File: config.mk
export PLATFORM = sky130hd
export DESIGN_NAME = atomic_event_monitor
export DESIGN_NICKNAME = d
export VERILOG_FILES = /design/src/rtl/aem_pkg.sv /design/src/rtl/aem_line_table.sv /design/src/rtl/aem_write_buffer.sv /design/src/rtl/atomic_event_monitor.sv
export SDC_FILE = /design/constraint.sdc
export NUM_CORES = 1
export LEC_CHECK = 0
export BUFFER_PORTS_ARGS = -buffer_cell sky130_fd_sc_hd__buf_2
export CORE_AREA = 3 3 273 275
export CTS_CLUSTER_SIZE = 20
export DETAILED_ROUTE_END_ITERATION = 16
export DIE_AREA = 0 0 276 278
export GPL_TIMING_DRIVEN = 0
export HOLD_SLACK_MARGIN = 0.08
export SYNTH_ARGS = -nofsm -noshare
export SYNTH_HDL_FRONTEND = slang
export SYNTH_HIERARCHICAL = 1
export SYNTH_SLANG_ARGS = --single-unit
File: constraint.sdc
create_clock -name clk -period 10.5 [get_ports clk]
set_input_delay 2.1 -clock clk [delete_from_list [all_inputs] [get_ports clk]]
set_output_delay 2.1 -clock clk [all_outputs]
set_load 0.02 [all_outputs]
File: src/rtl/aem_pkg.sv
package aem_pkg;

   typedef enum logic [2:0] {
      OP_LOAD   = 3'd0,
      OP_STORE  = 3'd1,
      OP_LLOAD  = 3'd2,
      OP_LPREF  = 3'd3,
      OP_LSTORE = 3'd4,
      OP_QUERY  = 3'd5
   } aem_op_e;

   typedef enum logic [1:0] {
      ST_IDLE   = 2'd0,
      ST_ACTIVE = 2'd1,
      ST_COMMIT = 2'd2,
      ST_FAIL   = 2'd3
   } aem_state_e;

endpackage

File: src/rtl/aem_line_table.sv
module aem_line_table #(
   parameter int MAX_LINES = 8,
   parameter int TAG_W     = 26
) (
   input  logic                       clk,
   input  logic                       rst_n,
   input  logic                       clr,
   input  logic                       alloc,
   input  logic [TAG_W-1:0]           alloc_tag,
   input  logic [TAG_W-1:0]           q_tag,
   output logic                       q_hit,
   output logic [((MAX_LINES>1)?$clog2(MAX_LINES):1)-1:0] q_idx,
   input  logic [TAG_W-1:0]           s_tag,
   output logic                       s_hit,
   output logic                       full,
   output logic [MAX_LINES*TAG_W-1:0] tags_flat
);
   localparam int IDX_W = (MAX_LINES > 1) ? $clog2(MAX_LINES) : 1;
   localparam int CNT_W = $clog2(MAX_LINES + 1);

   logic [CNT_W-1:0]     cnt_q;
   logic [MAX_LINES-1:0] valid_q;
   logic [TAG_W-1:0]     tag_q [MAX_LINES];
   logic [MAX_LINES-1:0] q_match, s_match;

   always_ff @(posedge clk) begin
      if (!rst_n || clr) begin
         cnt_q   <= '0;
         valid_q <= '0;
      end else if (alloc) begin
         cnt_q                   <= cnt_q + 1'b1;
         valid_q[cnt_q[IDX_W-1:0]] <= 1'b1;
      end
   end

   for (genvar i = 0; i < MAX_LINES; i++) begin : g_slot
      always_ff @(posedge clk) begin
         if (!rst_n)
            tag_q[i] <= '0;
         else if (alloc && cnt_q[IDX_W-1:0] == IDX_W'(i))
            tag_q[i] <= alloc_tag;
      end
      assign q_match[i] = valid_q[i] && (tag_q[i] == q_tag);
      assign s_match[i] = valid_q[i] && (tag_q[i] == s_tag);
      assign tags_flat[i*TAG_W +: TAG_W] = tag_q[i];
   end

   always_comb begin
      q_idx = '0;
      for (int i = 0; i < MAX_LINES; i++)
         if (q_match[i]) q_idx = IDX_W'(i);
   end

   assign q_hit = |q_match;
   assign s_hit = |s_match;
   assign full  = (cnt_q == CNT_W'(MAX_LINES));
endmodule

File: src/rtl/aem_write_buffer.sv
module aem_write_buffer #(
   parameter int MAX_LINES = 8,
   parameter int DATA_W    = 32
) (
   input  logic                        clk,
   input  logic                        rst_n,
   input  logic                        clr,
   input  logic                        wr_en,
   input  logic [((MAX_LINES>1)?$clog2(MAX_LINES):1)-1:0] wr_idx,
   input  logic [DATA_W-1:0]           wr_data,
   input  logic [((MAX_LINES>1)?$clog2(MAX_LINES):1)-1:0] rd_idx,
   output logic                        rd_dirty,
   output logic [DATA_W-1:0]           rd_data,
   output logic [MAX_LINES-1:0]        dirty,
   output logic [MAX_LINES*DATA_W-1:0] data_flat
);
   localparam int IDX_W = (MAX_LINES > 1) ? $clog2(MAX_LINES) : 1;

   logic [DATA_W-1:0] data_q [MAX_LINES];

   for (genvar i = 0; i < MAX_LINES; i++) begin : g_entry
      always_ff @(posedge clk) begin
         if (!rst_n || clr) begin
            dirty[i]  <= 1'b0;
            data_q[i] <= '0;
         end else if (wr_en && wr_idx == IDX_W'(i)) begin
            dirty[i]  <= 1'b1;
            data_q[i] <= wr_data;
         end
      end
      assign data_flat[i*DATA_W +: DATA_W] = data_q[i];
   end

   assign rd_dirty = dirty[rd_idx];
   assign rd_data  = data_q[rd_idx];
endmodule

File: src/rtl/atomic_event_monitor.sv
module atomic_event_monitor
   import aem_pkg::*;
#(
   parameter int ADDR_W     = 32,
   parameter int DATA_W     = 32,
   parameter int LINE_BYTES = 64,
   parameter int MAX_LINES  = 8,
   parameter bit FWD_EN     = 1'b1
) (
   input  logic                        clk,
   input  logic                        rst_n,
   input  logic                        req_valid,
   output logic                        req_ready,
   input  logic [2:0]                  req_op,
   input  logic [ADDR_W-1:0]           req_addr,
   input  logic [DATA_W-1:0]           req_wdata,
   output logic [DATA_W-1:0]           rsp_data,
   output logic                        rsp_interf,
   output logic                        pt_valid,
   output logic                        pt_we,
   output logic [ADDR_W-1:0]           pt_addr,
   output logic [DATA_W-1:0]           pt_wdata,
   input  logic [DATA_W-1:0]           pt_rdata,
   input  logic                        snp_valid,
   input  logic [ADDR_W-1:0]           snp_addr,
   output logic                        snp_ready,
   input  logic                        ctl_xfer,
   input  logic                        priv_chg,
   output logic                        cm_valid,
   output logic [MAX_LINES-1:0]        cm_mask,
   output logic [MAX_LINES*(ADDR_W-$clog2(LINE_BYTES))-1:0] cm_addr,
   output logic [MAX_LINES*DATA_W-1:0] cm_data,
   output logic                        done,
   output logic                        success,
   output logic                        restart
);
   localparam int OFF_W = $clog2(LINE_BYTES);
   localparam int TAG_W = ADDR_W - OFF_W;
   localparam int IDX_W = (MAX_LINES > 1) ? $clog2(MAX_LINES) : 1;

   if (LINE_BYTES < 2 || (1 << OFF_W) != LINE_BYTES) begin : g_bad_line
      $error("LINE_BYTES must be a power of two above 1");
   end
   if (MAX_LINES < 1 || MAX_LINES > 64) begin : g_bad_depth
      $error("MAX_LINES out of range");
   end
   if (ADDR_W <= OFF_W) begin : g_bad_addr
      $error("ADDR_W too small for the line size");
   end

   aem_state_e state_q, state_d;
   logic       interf_q, restart_q, restart_d;

   aem_op_e    op;
   logic [TAG_W-1:0] req_tag, snp_tag;
   logic       acc, in_evt, abort, is_acq, is_load, is_store, part;
   logic       q_hit, s_hit, full, alloc, overflow, snoop_hit, wr_en, clr;
   logic [IDX_W-1:0] q_idx;
   logic       rd_dirty;
   logic [DATA_W-1:0] rd_data;
   logic [MAX_LINES-1:0] dirty;

   assign op       = aem_op_e'(req_op);
   assign req_tag  = req_addr[ADDR_W-1:OFF_W];
   assign snp_tag  = snp_addr[ADDR_W-1:OFF_W];
   assign in_evt   = (state_q == ST_ACTIVE);
   assign abort    = in_evt && (ctl_xfer || priv_chg);
   assign req_ready = ((state_q == ST_IDLE) || in_evt) && !abort;
   assign acc      = req_valid && req_ready;
   assign is_acq   = (op == OP_LLOAD) || (op == OP_LPREF);
   assign is_load  = (op == OP_LOAD) || (op == OP_LLOAD);
   assign is_store = (op == OP_STORE) || (op == OP_LSTORE);
   assign part     = in_evt && q_hit;
   assign overflow = acc && is_acq && !q_hit && full;
   assign alloc    = acc && is_acq && !q_hit && !full;
   assign wr_en    = acc && is_store && part;
   assign snp_ready = (state_q != ST_COMMIT);
   assign snoop_hit = in_evt && snp_valid && snp_ready && s_hit;
   assign clr      = (state_q == ST_COMMIT) || (state_q == ST_FAIL);

   aem_line_table #(.MAX_LINES(MAX_LINES), .TAG_W(TAG_W)) u_table (
      .clk       (clk),
      .rst_n     (rst_n),
      .clr       (clr),
      .alloc     (alloc),
      .alloc_tag (req_tag),
      .q_tag     (req_tag),
      .q_hit     (q_hit),
      .q_idx     (q_idx),
      .s_tag     (snp_tag),
      .s_hit     (s_hit),
      .full      (full),
      .tags_flat (cm_addr)
   );

   aem_write_buffer #(.MAX_LINES(MAX_LINES), .DATA_W(DATA_W)) u_wbuf (
      .clk       (clk),
      .rst_n     (rst_n),
      .clr       (clr),
      .wr_en     (wr_en),
      .wr_idx    (q_idx),
      .wr_data   (req_wdata),
      .rd_idx    (q_idx),
      .rd_dirty  (rd_dirty),
      .rd_data   (rd_data),
      .dirty     (dirty),
      .data_flat (cm_data)
   );

   // pass-through path: loads always read memory; stores only when off-event-line
   assign pt_valid = acc && (is_load || (op == OP_STORE && !part));
   assign pt_we    = (op == OP_STORE);
   assign pt_addr  = req_addr;
   assign pt_wdata = req_wdata;

   if (FWD_EN) begin : g_fwd
      assign rsp_data = (is_load && part && rd_dirty) ? rd_data : pt_rdata;
   end else begin : g_nofwd
      logic unused_fwd;
      assign unused_fwd = rd_dirty ^ (|rd_data);
      assign rsp_data   = pt_rdata;
   end

   assign rsp_interf = interf_q;

   always_comb begin
      state_d   = state_q;
      restart_d = 1'b0;
      unique case (state_q)
         ST_IDLE: begin
            if (acc && is_acq)             state_d = ST_ACTIVE;
            else if (acc && op == OP_LSTORE) state_d = ST_FAIL;
         end
         ST_ACTIVE: begin
            if (abort) begin
               state_d   = ST_FAIL;
               restart_d = 1'b1;
            end else if (overflow) begin
               state_d = ST_FAIL;
            end else if (acc && op == OP_LSTORE) begin
               if (part && !interf_q && !snoop_hit) state_d = ST_COMMIT;
               else                                 state_d = ST_FAIL;
            end
         end
         default: state_d = ST_IDLE;
      endcase
   end

   always_ff @(posedge clk) begin
      if (!rst_n) begin
         state_q   <= ST_IDLE;
         interf_q  <= 1'b0;
         restart_q <= 1'b0;
      end else begin
         state_q   <= state_d;
         restart_q <= restart_d;
         if (clr)            interf_q <= 1'b0;
         else if (snoop_hit) interf_q <= 1'b1;
      end
   end

   assign cm_valid = (state_q == ST_COMMIT);
   assign cm_mask  = cm_valid ? dirty : '0;
   assign done     = clr;
   assign success  = cm_valid;
   assign restart  = restart_q;
endmodule

==> metrics.txt <==
Sw Pwr=about 1600 uW; Root Driver=clkbuf_16; dpl cell area=0.0311 sq mm; Post-CTS Hold Fix Bufs=0; CP Class=in -> out; setup tns final=0 ns; Via Count=21,200; die width=276 um; CTS Buffer Depth=3; CP Capture Type=output port; final wirelength=122 mm; crit path DAT=7.49 ns; VDD IR max=around 0.00012 V; PwrDens=around 160 mW/mm^2; overall power=5320 uW; Worst-path clk slew=0.06 ns; FP Rows=99; r2r setup slk=5.16 ns; ys flop type=edfxtp_1; type of the worst min-delay path=reg -> reg; Worst Setup EP=rsp_data[8]; worst reg2reg path depth=13; Synth area leaders=edfxtp_1, xnor2_1, and2_1; commonest non-fill, non-tap cell in the layout=buf_2; most frequent cells in the layout=buf_2, edfxtp_1, nor3_1; first-pass GRT wire length=168 mm; outcome=completed; Final period util=91.4%; CTS buffer count=55; number of synthesized flops with an enable pin=464; Initial DRC Count=2,578; sequential-to-total area share from yosys stat=roughly 55%; initial core utilization=36.1%; GRT overflow=0; power share of the sequential group=a little under half; clock latency on the worst-skew pair=0.63 ns; post-synth top area share=53.2%; clk_skew=0.0336 ns; CTS resizes=0; Area growth, synth to finish=25.1%; fillers=6,884; CTS tree=done; Max-Cap Viols=0; Unique masters post-synth=58; I/O pins=714; Placer Congestion=0.980; #FFs+latches synth=488; DRC viols=0; Worst-Margin Slew=1.39 ns; Syn Inst Count=between 2,000 and 2,500; vias per inst=5.59; ys async rst share=0%; Nets=2,932; simple-gate share of the synthesized area=15.2%; core area=0.0726 sq mm; antenna violations before repair=12; Avg Inst Size Synth=~13 sq um; post-synthesis mux area share=9.05%; share of layout cells above drive strength 1=approximately 37%; Worst R2R End=u_wbuf/data_q[1][2]$_SDFFCE_PN0P_; Critical Path Start Type=primary input; crit path from=req_addr[15]; unrepaired setup endpoints after global routing=no; largest net degree at the start of global routing=27; fin. max-slew vios=0; Final setup viols=0; yosys warns=6; H-tree levels=2; minimum clock period=9.59 ns; CP max FO=10; r2r startpoint=u_table/tag_q[0][15]$_SDFFCE_PN0P_; Comb power frac=18.8%; Hold Vio Cnt, Final=0; vias in the first global route=~21,000; Hold WS=approximately 0.5 ns; Net Sw Frac=31.0%; Compound-Gate Fraction of Synth Area=1.04%; Yosys top cell by area=edfxtp_1; Post-CTS Setup Inserts=0; cell area after layout=0.0328 sq mm; Lkg Pwr=between 0.01 and 0.015 uW; Synth Area in XOR/XNOR=about 14%; Final ANT Viol Nets=0; clock power share=34.8%; syn_nets=2,192; Pre-Repair DR Iteration Count=5; mapped cell area=roughly 0.026 sq mm; Internal=3680 uW; max_slew headroom=about 7%; clock sink total=488; GRT Util Overall=30.7%; largest family of logic cells by synthesized area=simple AND/OR/NAND/NOR gates; die height=278 um; Total Die Area=0.0767 sq mm; Req. time, crit path=8.40 ns; Max Fclk=between 0.1 and 0.15 GHz; DR WL/cell=approximately 32 um; area share of fa/ha/maj cells after synthesis=0.286%; count of buffers from port buffering=about 680; DP HPWL=95.0 mm
## cell families (layout without fill, tap and decap cells)
kind of cell             after synthesis  after routing
flip-flops                           488            488
buffers and inverters                270           1057
multiplexers                         133            133
AND/OR/NAND/NOR                      697            697
other                                  0              3
XOR/XNOR                             416            416
AO/OA/AOI/OAI                         39             39
adder cells (fa/ha/maj)                6              6
## per-layer routing
metal / global-route usage, % / vias to the layer above / part of all wire (%)
li1: - / 8839 / -
met1: 44.2 / 10700 / 42
met2: 46.7 / 1456 / 44
met3: 6.45 / 217 / 10
met4: 9.14 / 6 / 3.0
met5: 0 / - / 0.035
## critical path: stages
cell and delay, ns:
buf_2 0.33, buf_2 0.49, xnor2_1 0.20, nand4_1 0.13, nor4_1 0.37, nand4_1 0.38
nand4_1 0.49, clkbuf_1 0.77, buf_2 0.50, mux4_2 0.42, mux2_2 0.33, nand3_4 0.15
buf_6 0.27, mux2_4 0.34, buf_2 0.17
## power groups by stage
stage | Combinational (uW) | Sequential (uW) | Clock [uW]
global route | 1040 | 2480 | 1950
detailed placement | 993 | 2510 | 0
floorplan | 370 | 2640 | 0
global placement | 952 | 2530 | 0
CTS | 996 | 2470 | 1880
finish | 1000 | 2470 | 1850
## metrics by stage
stage          cells  setup slack [ns]  util, %
2_1_floorplan   2049              2.96        -
3_3_place_gp    3683            -0.646     42.4
3_5_place_dp    3691              1.00     42.8
4_1_cts         3795             0.996     45.2
5_1_grt         3795             0.754     45.2
6_report        3798             0.907     45.2
## registers in the layout, indices dropped and copies added, names as in the netlist
| name | flops |
|---|---|
| u_wbuf/dirty | 8 |
| rsp_interf | 1 |
| u_table/valid_q | 8 |
| u_table/cnt_q | 4 |
| u_wbuf/data_q | 256 |
| u_table/tag_q | 208 |
| restart | 1 |
| state_q | 2 |
## cells in the mapped netlist (2+ instances only)
master and count:
clkinv_1 32, buf_1 4, mux4_2 60, clkbuf_1 89, nand2b_1 5, ha_1 6, nand4_1 83, nor2b_1 5
o21ai_0 9, mux4_1 6, buf_2 52, nand2_1 23, buf_4 70, a21bo_1 3, xnor2_1 263, and3_1 9
and2_1 218, inv_1 7, nor2_1 19, mux2_4 30, nor4_1 43, mux2_2 35, inv_2 2, or4_1 4
o2bb2ai_1 8, nor3_1 270, edfxtp_1 464, a21oi_1 5, o211ai_1 2, buf_6 14, nand3_1 3, dfxtp_1 24
a31oi_1 5, mux2i_1 2, xor2_1 152
## how the worst min path moves through the flow
stage,slack [ns],to,cells past startpoint,startpoint
5_1_grt,0.50,u_wbuf/dirty[0]$_SDFFE_PP0P_,1,u_wbuf/dirty[0]$_SDFFE_PP0P_
2_1_floorplan,0.44,u_table/valid_q[7]$_SDFFE_PP0P_,2,u_table/valid_q[7]$_SDFFE_PP0P_
3_3_place_gp,0.46,u_wbuf/dirty[0]$_SDFFE_PP0P_,1,u_wbuf/dirty[0]$_SDFFE_PP0P_
3_5_place_dp,0.48,u_wbuf/dirty[0]$_SDFFE_PP0P_,1,u_wbuf/dirty[0]$_SDFFE_PP0P_
4_1_cts,0.49,u_wbuf/dirty[0]$_SDFFE_PP0P_,1,u_wbuf/dirty[0]$_SDFFE_PP0P_
6_report,0.49,u_wbuf/dirty[0]$_SDFFE_PP0P_,1,u_wbuf/dirty[0]$_SDFFE_PP0P_
## layout make-up
cell class,count,area [sq um],area share (%)
buffer,229,1290,3.94
inverter,41,154,0.469
antenna,3,7.51,0.0229
sequential,488,14400,44.0
clock inverter,25,200,0.611
timing repair buffer,683,3570,10.9
clock buffer,79,1510,4.59
multi-input combinational,1291,10400,31.9
tap,959,1200,3.66
Note: power is estimated with default switching activity, not from simulation.
